**src/rtl/wpm_pkg.sv**
```systemverilog
package wpm_pkg;
  localparam int CTRL_W = 32;
  localparam int LINKS  = 16;

  typedef struct packed {
    logic [4:0] mask;
    logic       lnk;
    logic [3:0] lbn;
    logic [1:0] ssc;
    logic       hmc;
    logic [7:0] bas;
    logic [1:0] lsc;
    logic [1:0] pac;
    logic       en;
  } wp_ctrl_t;

  function automatic wp_ctrl_t unpack_ctrl(input logic [CTRL_W-1:0] w);
    wp_ctrl_t c;
    c.en   = w[0];
    c.pac  = w[2:1];
    c.lsc  = w[4:3];
    c.bas  = w[12:5];
    c.hmc  = w[13];
    c.ssc  = w[15:14];
    c.lbn  = w[19:16];
    c.lnk  = w[20];
    c.mask = w[28:24];
    return c;
  endfunction
endpackage

```
**src/rtl/wpm_range.sv**
```systemverilog
// Range derivation and overlap test for one watchpoint entry.
module wpm_range #(
  parameter int AW = 32
) (
  input  logic [AW-1:0] val,
  input  logic          en,
  input  logic [1:0]    lsc,
  input  logic [7:0]    bas,
  input  logic [4:0]    mask,
  input  logic [AW-1:0] cmp_addr,
  input  logic [3:0]    cmp_len,
  input  logic          is_write,
  output logic          match
);
  localparam int EW = AW + 2;

  logic [7:0]    bas_eff;
  logic [2:0]    tz;
  logic [3:0]    run;
  logic          seen, stop;
  logic [EW-1:0] base_e, len_e, a_lo, a_hi;
  logic          span_ok, kind_ok, overlap;

  always_comb begin
    bas_eff = val[2] ? {4'b0000, bas[3:0]} : bas;
    tz   = 3'd0;
    seen = 1'b0;
    for (int i = 0; i < 8; i++) begin
      if (!seen && bas_eff[i]) begin
        tz   = 3'(i);
        seen = 1'b1;
      end
    end
    run  = 4'd0;
    stop = 1'b0;
    for (int i = 0; i < 8; i++) begin
      if (i >= int'(tz) && !stop) begin
        if (bas_eff[i]) run = run + 4'd1;
        else            stop = 1'b1;
      end
    end
  end

  always_comb begin
    if (mask >= 5'd3) begin
      len_e   = EW'(1) << mask;
      base_e  = {2'b00, val} & ~(len_e - EW'(1));
      span_ok = 1'b1;
    end else if (mask == 5'd0) begin
      len_e   = EW'(run);
      base_e  = {2'b00, val} + EW'(tz);
      span_ok = |bas_eff;
    end else begin
      len_e   = '0;
      base_e  = '0;
      span_ok = 1'b0;
    end
  end

  assign a_lo    = {2'b00, cmp_addr};
  assign a_hi    = a_lo + EW'(cmp_len);
  assign overlap = span_ok && (a_lo < base_e + len_e) && (base_e < a_hi);
  assign kind_ok = is_write ? lsc[1] : lsc[0];
  assign match   = en && kind_ok && overlap;
endmodule

```
**src/rtl/wpm_filter.sv**
```systemverilog
// Security, privilege and context-link qualification for one entry.
module wpm_filter #(
  parameter int LINKS = 16
) (
  input  logic [1:0]       pac,
  input  logic             hmc,
  input  logic [1:0]       ssc,
  input  logic [3:0]       lbn,
  input  logic             lnk,
  input  logic             secure,
  input  logic [1:0]       level,
  input  logic [LINKS-1:0] link_match,
  output logic             pass
);
  logic sec_ok, lvl_ok, lnk_ok;

  always_comb begin
    unique case (ssc)
      2'd0:    sec_ok = 1'b1;
      2'd2:    sec_ok = secure;
      default: sec_ok = !secure;
    endcase
    unique case (level)
      2'd0:    lvl_ok = pac[1];
      2'd1:    lvl_ok = pac[0];
      default: lvl_ok = hmc;
    endcase
  end

  assign lnk_ok = !lnk || link_match[lbn];
  assign pass   = sec_ok && lvl_ok && lnk_ok;
endmodule

```
**src/rtl/wpm_prio.sv**
```systemverilog
// Lowest-index-wins selection across entries.
module wpm_prio #(
  parameter int N  = 4,
  parameter int IW = 2
) (
  input  logic [N-1:0]  req,
  output logic          any,
  output logic [IW-1:0] idx
);
  always_comb begin
    any = 1'b0;
    idx = '0;
    for (int i = N - 1; i >= 0; i--) begin
      if (req[i]) begin
        any = 1'b1;
        idx = IW'(i);
      end
    end
  end
endmodule

```
**src/rtl/wp_range_matcher.sv**
```systemverilog
module wp_range_matcher
  import wpm_pkg::*;
#(
  parameter int NUM_WP = 4,
  parameter int AW     = 32,
  localparam int IW    = (NUM_WP > 1) ? $clog2(NUM_WP) : 1
) (
  input  logic          clk,
  input  logic          rst,
  input  logic          cfg_we,
  input  logic          cfg_is_ctrl,
  input  logic [IW-1:0] cfg_idx,
  input  logic [AW-1:0] cfg_wdata,
  input  logic          mon_en,
  input  logic          dbg_en,
  input  logic [1:0]    cur_el,
  input  logic          sec_state,
  input  logic          be32,
  input  logic [15:0]   link_match,
  input  logic          acc_valid,
  input  logic [AW-1:0] acc_addr,
  input  logic [1:0]    acc_size,
  input  logic          acc_write,
  input  logic          acc_unpriv,
  output logic          rsp_valid,
  output logic          rsp_hit,
  output logic [IW-1:0] rsp_idx,
  output logic [AW-1:0] rsp_addr,
  output logic          rsp_wnr
);
  logic [AW-1:0] val_q  [NUM_WP];
  wp_ctrl_t      ctrl_q [NUM_WP];

  always_ff @(posedge clk) begin
    if (rst) begin
      for (int i = 0; i < NUM_WP; i++) begin
        val_q[i]  <= '0;
        ctrl_q[i] <= '0;
      end
    end else if (cfg_we && int'(cfg_idx) < NUM_WP) begin
      if (cfg_is_ctrl) ctrl_q[cfg_idx] <= unpack_ctrl(cfg_wdata[CTRL_W-1:0]);
      else             val_q[cfg_idx]  <= cfg_wdata & ~AW'(3);
    end
  end

  logic [AW-1:0] cmp_addr;
  logic [3:0]    cmp_len;
  logic [1:0]    eff_level;
  logic          gate;

  always_comb begin
    cmp_addr = acc_addr;
    if (be32 && acc_size == 2'd0)      cmp_addr = acc_addr ^ AW'(3);
    else if (be32 && acc_size == 2'd1) cmp_addr = acc_addr ^ AW'(2);
  end
  assign cmp_len   = 4'd1 << acc_size;
  assign eff_level = acc_unpriv ? 2'd0 : cur_el;
  assign gate      = mon_en && dbg_en;

  logic [NUM_WP-1:0] hit_vec;

  for (genvar g = 0; g < NUM_WP; g++) begin : g_ent
    logic rng_hit, flt_ok;
    wpm_range #(.AW(AW)) u_rng (
      .val(val_q[g]), .en(ctrl_q[g].en), .lsc(ctrl_q[g].lsc),
      .bas(ctrl_q[g].bas), .mask(ctrl_q[g].mask),
      .cmp_addr(cmp_addr), .cmp_len(cmp_len), .is_write(acc_write),
      .match(rng_hit)
    );
    wpm_filter #(.LINKS(LINKS)) u_flt (
      .pac(ctrl_q[g].pac), .hmc(ctrl_q[g].hmc), .ssc(ctrl_q[g].ssc),
      .lbn(ctrl_q[g].lbn), .lnk(ctrl_q[g].lnk), .secure(sec_state),
      .level(eff_level), .link_match(link_match), .pass(flt_ok)
    );
    assign hit_vec[g] = gate && rng_hit && flt_ok;
  end

  logic          any_hit;
  logic [IW-1:0] win_idx;

  wpm_prio #(.N(NUM_WP), .IW(IW)) u_prio (
    .req(hit_vec), .any(any_hit), .idx(win_idx)
  );

  always_ff @(posedge clk) begin
    if (rst) begin
      rsp_valid <= 1'b0;
      rsp_hit   <= 1'b0;
      rsp_idx   <= '0;
      rsp_addr  <= '0;
      rsp_wnr   <= 1'b0;
    end else begin
      rsp_valid <= acc_valid;
      rsp_hit   <= acc_valid && any_hit;
      rsp_idx   <= (acc_valid && any_hit) ? win_idx : '0;
      rsp_addr  <= (acc_valid && any_hit) ? acc_addr : '0;
      rsp_wnr   <= acc_valid && any_hit && acc_write;
    end
  end
endmodule

```
**config.mk**
```make
export PLATFORM = sky130hd
export DESIGN_NAME = wp_range_matcher
export DESIGN_NICKNAME = d
export VERILOG_FILES = /design/src/rtl/wpm_pkg.sv /design/src/rtl/wpm_range.sv /design/src/rtl/wpm_filter.sv /design/src/rtl/wpm_prio.sv /design/src/rtl/wp_range_matcher.sv
export SDC_FILE = /design/constraint.sdc
export NUM_CORES = 1
export LEC_CHECK = 0
export CORE_ASPECT_RATIO = 0.9
export CORE_UTILIZATION = 53
export DETAILED_ROUTE_END_ITERATION = 10
export DONT_BUFFER_PORTS = 1
export PLACE_DENSITY = 0.68
export SETUP_SLACK_MARGIN = 0.05
export SLEW_MARGIN = 20
export SYNTH_ARGS = -nofsm -noshare
export SYNTH_HDL_FRONTEND = slang
export SYNTH_SLANG_ARGS = --single-unit
```
**constraint.sdc**
```tcl
create_clock -name clk -period 10.4 [get_ports clk]
set_clock_uncertainty 0.05 [all_clocks]
set_input_delay 1.04 -clock clk [delete_from_list [all_inputs] [get_ports clk]]
set_output_delay 1.04 -clock clk [all_outputs]
set_load 0.01 [all_outputs]
```
### Word-level counts from Yosys, hierarchy flattened

Memory sizes are Yosys's and may differ from the RTL's.
Index checks and enable logic that the tools add are counted.
Widths: inputs -> output; s select.

| word-level totals | value |
|---|---|
| flip-flop bits (word level) | 37 |
| logic and storage cells | 534 |
| memories kept | 2 |
| bits in writable memories | 224 |
| output and inout port bits | 37 |
| input bits | 97 |

| operators by class | value |
|---|---|
| shift operators | 5 |
| bitwise gates (word level) | 11 |
| equality and inequality tests | 6 |
| multiplexer cells | 250 |
| add/sub/neg operators | 41 |
| $lt $le $gt $ge | 44 |
| reductions and logical operators | 169 |

Memories:

| name | words | width | read ports | clocked after Yosys merged registers in | write ports | line | RTL |
|---|---|---|---|---|---|---|---|
| val_q | 4 | 30 | 4 | 0 | 4 | wp_range_matcher.sv:31 | `logic [AW-1:0] val_q [NUM_WP];` |
| ctrl_q | 4 | 26 | 4 | 0 | 4 | wp_range_matcher.sv:32 | `wp_ctrl_t ctrl_q [NUM_WP];` |

Operator list:

| cell | number |
|---|---|
| $mux 34 | 12 |
| $mux 4 | 64 |
| $add 34x34->34 | 4 |
| $and 32x34->34 | 4 |
| $lt 32x34->1 | 4 |
| $lt 34x34->1 | 4 |
| $not 34->34 | 4 |
| $shl 1x5->34 const A | 4 |
| $sub 34x1->34 const B | 4 |
| $add 32x3->33 | 4 |
| $mux 1 | 125 |
| $add 4x1->4 const B | 28 |
| $logic_and 1x1->1 | 89 |
| $mux 3 | 24 |
| $logic_not 1->1 | 57 |
| $ge 3x3->1 const A | 12 |
| $add 32x4->33 | 1 |
| $mux 8 | 4 |
| $reduce_or 8->1 | 4 |
| $mux 30 | 1 |
| $reduce_or 30->1 | 1 |
| $mux 26 | 1 |
| $reduce_or 26->1 | 1 |
| $ge 1x3->1 const A | 8 |
| other kinds (17) | 62 |

### Longest topological paths before layout

An unclocked memory read counts as a cell.

| depth | value |
|---|---|
| depth after elaboration | 63 |
| mapped depth | 45 |
| mapped depth without buffers | 42 |

### Modules after synthesis

From an unflattened synthesis, not the netlist that was laid out.

| second synthesis, totals | value |
|---|---|
| cell total of the unflattened synthesis | 4298 |
| area total of the unflattened synthesis | 34394.2 sq um |

By module, submodules not included:

| module | cells an instance | area each (sq um) | times used | sequential area each (sq um) |
|---|---|---|---|---|
| wpm_range (g_ent[0].u_rng ...) | 891 | 5933.2 | 3 | 0.0 |
| wp_range_matcher | 649 | 9660.5 | 1 | 7467.2 |
| wpm_range (g_ent[1].u_rng) | 905 | 6188.4 | 1 | 0.0 |
| wpm_filter | 16 | 177.7 | 4 | 0.0 |
| wpm_prio | 7 | 35.0 | 1 | 0.0 |

### Worst setup path after synthesis

Ideal clock, no wire load.

| path | value |
|---|---|
| path type | register to register |
| start point | memory ctrl_q[1][5] (netlist name) |
| end point | register rsp_addr[23] |
| data arrival time | 8.172 ns |
| period minus slack after synthesis | 8.361 ns |
| data required time | 10.211 ns |
| setup time | 0.139 ns |
| setup slack | 2.039 ns |
| cell stages (with the launch flop) | 37 |
| buffers on the path | 3 |
| cells stage by stage | edfxtp_1 clkbuf_1 clkbuf_1 ha_1 nor2b_1 ha_1 mux2i_1 o221ai_1 ha_1 mux2_2 ha_1 mux2_2 ha_1 mux2_2 ha_1 mux2_2 ha_1 mux2i_1 nor2_1 ha_1 a211o_1 a21oi_1 o31ai_1 and2_1 a221o_1 a21o_1 a21oi_1 xor2_1 ha_1 nand4_1 or4_1 a21oi_1 o21ai_0 a22o_1 a211oi_4 buf_6 a21oi_1 |

RTL lines:

| element | line | RTL |
|---|---|---|
| from (decl) | wp_range_matcher.sv:32 |  |
| to (signal assigned) | wp_range_matcher.sv:96 | `rsp_addr <= (acc_valid && any_hit) ? acc_addr : '0;` |
| to (decl) | wp_range_matcher.sv:28 | `output logic [AW-1:0] rsp_addr,` |

==> out/qor.yml <==
status: "completed"
first_global_vias: 25900
maxCapViolCount: 0
cts_tree: "done"
crit_fanout: 21
end_kind: "flop"
cp.arrival_ns: 9.93
hpwlAfterDp_um: 85200
postSynthAreaPerCell_um2: 8.20
fill_cells: 5339
die_w_um: 256
rsz0062_at_grt: "no"
crit_slowest_cell: "o31ai_4"
synth_edf_count: 224
synthesis.nets: 4284
nets: 4210
power_frac_comb: 0.306
wl_per_cell_um: 24.6
grt_max_degree: 36
tightest_slew_ns: 1.24
place_ws_ns: 1.07
synthTopCellsByArea: "edfxtp_1 (22%), ha_1 (17%), and2_1 (5.2%)"
synth.most_common_cell: "ha_1"
cellLeakagePower_nw: 13.5
cp.required_ns: 10.82
io_pins: 134
slew_headroom: 0.170
fin_area_um2: 32500
drc: 0
post_dp_cell_area_um2: 31600
fin_ws_ns: 0.882
powerDensity_nw_per_um2: 102
wl_met2_um: 43400
die_h_um: 231
drt_iter0_drc: 4105
wl_met3_um: 15800
async_reset_ff_frac: 0
internal-power_w: 0.00213
power_switching_w: 0.00117
yosysWarnings: 0
multi_input_area_um2: 22500
cts_inserted_buffers: 28
ir_drop_mv: 0.125
synthDistinctLibCells: 93
grt_pass1_wl_um: 164000
hp-class: "input port to flop"
ys_top_cells_by_count: "ha_1 (418), nor2_1 (344), nand2_1 (335)"
antenna_left: 0
grt_overflow_total: 0
period_share: 0.915
rows: 83
drive_gt1_frac: 0.0423
max_freq_mhz: 105
finalMaxSlewViolations: 0
drt_first_pass_iters: 8
total_power_w: 0.00330
start_util: 0.538
min_period_ns: 9.52
cp-start-kind: "flop"
p_clk_frac: 0.300
cts.sinks: 261
grt_usage: 0.363
yosysSeqAreaShare: 0.242
worstSetupPathType: "flop to flop"
die-area_um2: 59200
synth_ff_type: "edfxtp_1"
ys_seq_elements: 261
syn_to_final_growth_pct: 5.37
worst_hold_slack_ns: 0.509
ctsLongestPathBuffers: 3
htreeDepth: 1
viasPerCell: 6.56
clk_pin_slew_ns: 0.06
finalSetupTns_ns: 0
hold_violations: 0
cpMostUsedCell: "ha_1"
synthDominantCellAreaShare: 0.218
ff_latch_area_um2: 7470
routed_wl_um: 110000
coreArea_um2: 57300
setup_viol: 0
antenna_found_initial: 14
cts-root-buf: "clkbuf_16"
gp_congestion: 1.05
yosysTopAreaCell: "edfxtp_1"
vias: 29400
critPathMaxStageDelay_ns: 0.69
clk_latency_ns: 0.63
syn-instance-count: 3764
port_buffers: 0
routed.top_layer: "met4"
power_switching_share: 0.355
met1_length_um: 47500
postCtsHoldBufs: 0
power_frac_seq: 0.394
synthesis.area_um2: 30900
routing by layer:
layer / track usage / vias to the layer above
met2: 0.504 / 1725
li1: - / 13900
met1: 0.527 / 13600
met4: 0.116 / 0
met3: 0.115 / 185
met5: 0 / -
stage by stage:
| step | util | cells |
|---|---|---|
| 2_1_floorplan | - | 3764 |
| 3_3_place_gp | 0.551 | 4424 |
| 3_5_place_dp | 0.551 | 4424 |
| 4_1_cts | 0.566 | 4475 |
| 5_1_grt | 0.567 | 4480 |
| 6_report | 0.567 | 4491 |
sequential cells by signal (all words and copies together) (netlist names):
signal     cells
val_q        120
ctrl_q       104
rsp_addr      32
rsp_idx        2
rsp_hit        1
rsp_valid      1
rsp_wnr        1
critical path: cells and delay by family (launching register included):
kind / cells / cell delay [ns]
mux: 3 / 0.87
flops: 1 / 0.54
fa+ha+maj: 8 / 2.59
compound gates: 15 / 3.36
xor+xnor: 1 / 0.10
simple gates: 9 / 1.46
buf+inv: 1 / 0.39
path summary, 6_finish.rpt:
kind / startpoint / end / slack (ns) / cells after the start
max: ctrl_q[0][6]$_SDFFCE_PN0P_ / rsp_addr[22]$_SDFF_PP0_ / 0.88 / 37
min: acc_addr[27] / rsp_addr[27]$_SDFF_PP0_ / 0.51 / 2
max reg2reg: ctrl_q[0][6]$_SDFFCE_PN0P_ / rsp_addr[22]$_SDFF_PP0_ / 0.88 / 37
min reg2reg: ctrl_q[3][20]$_DFFE_PP_ / rsp_idx[1]$_SDFF_PP0_ / 0.97 / 5
logic make-up after synthesis:
group / after synthesis / synth area share
and+or+nand+nor: 1500 / 0.246
AOI/OAI and AO/OA: 1086 / 0.225
adders and majority gates: 423 / 0.173
DFF: 261 / 0.242
buffers and inverters: 234 / 0.0294
xor gates and xnor gates: 215 / 0.0620
muxes: 45 / 0.0231
placed cells by master, fill, tap and decap left out, types with 30 or more instances in the layout:
master,n
a21oi_1,291
o211ai_1,41
o21ai_0,271
o31ai_1,34
ha_1,418
nor2b_1,48
xor2_1,112
edfxtp_1,224
o22ai_1,32
o21a_1,38
nand2_1,335
nand2b_1,52
nor2_1,343
a31oi_1,37
nand4_1,76
nor3_1,67
a21o_1,121
buf_4,33
xnor2_1,100
dfxtp_1,37
and3_1,64
clkbuf_16,30
and2_1,256
nand3_1,118
inv_1,92
timing repair:
action,in CTS,in global routing
gates resized for setup,0,1
endpoints found under the hold margin,0,0
endpoints found under the setup margin,0,34
setup buffers,0,0
layout make-up:
class | count | share of cell area
clock inverter | 16 | 0.00354
antenna | 15 | 0.00115
sequential | 261 | 0.230
timing repair buffer | 34 | 0.00785
inverter | 96 | 0.0111
multi-input combinational | 3269 | 0.693
clock buffer | 35 | 0.0240
tap | 765 | 0.0294
power groups by stage:
stage	clock, W	sequential [W]	combinational (W)
floorplan	0	0.00126	0.000748
global placement	0	0.00132	0.000963
detailed placement	0	0.00132	0.000975
CTS	0.000992	0.00130	0.000982
global route	0.00102	0.00131	0.00111
finish	0.000990	0.00130	0.00101
No activity file was read; power rests on OpenSTA's default activity.
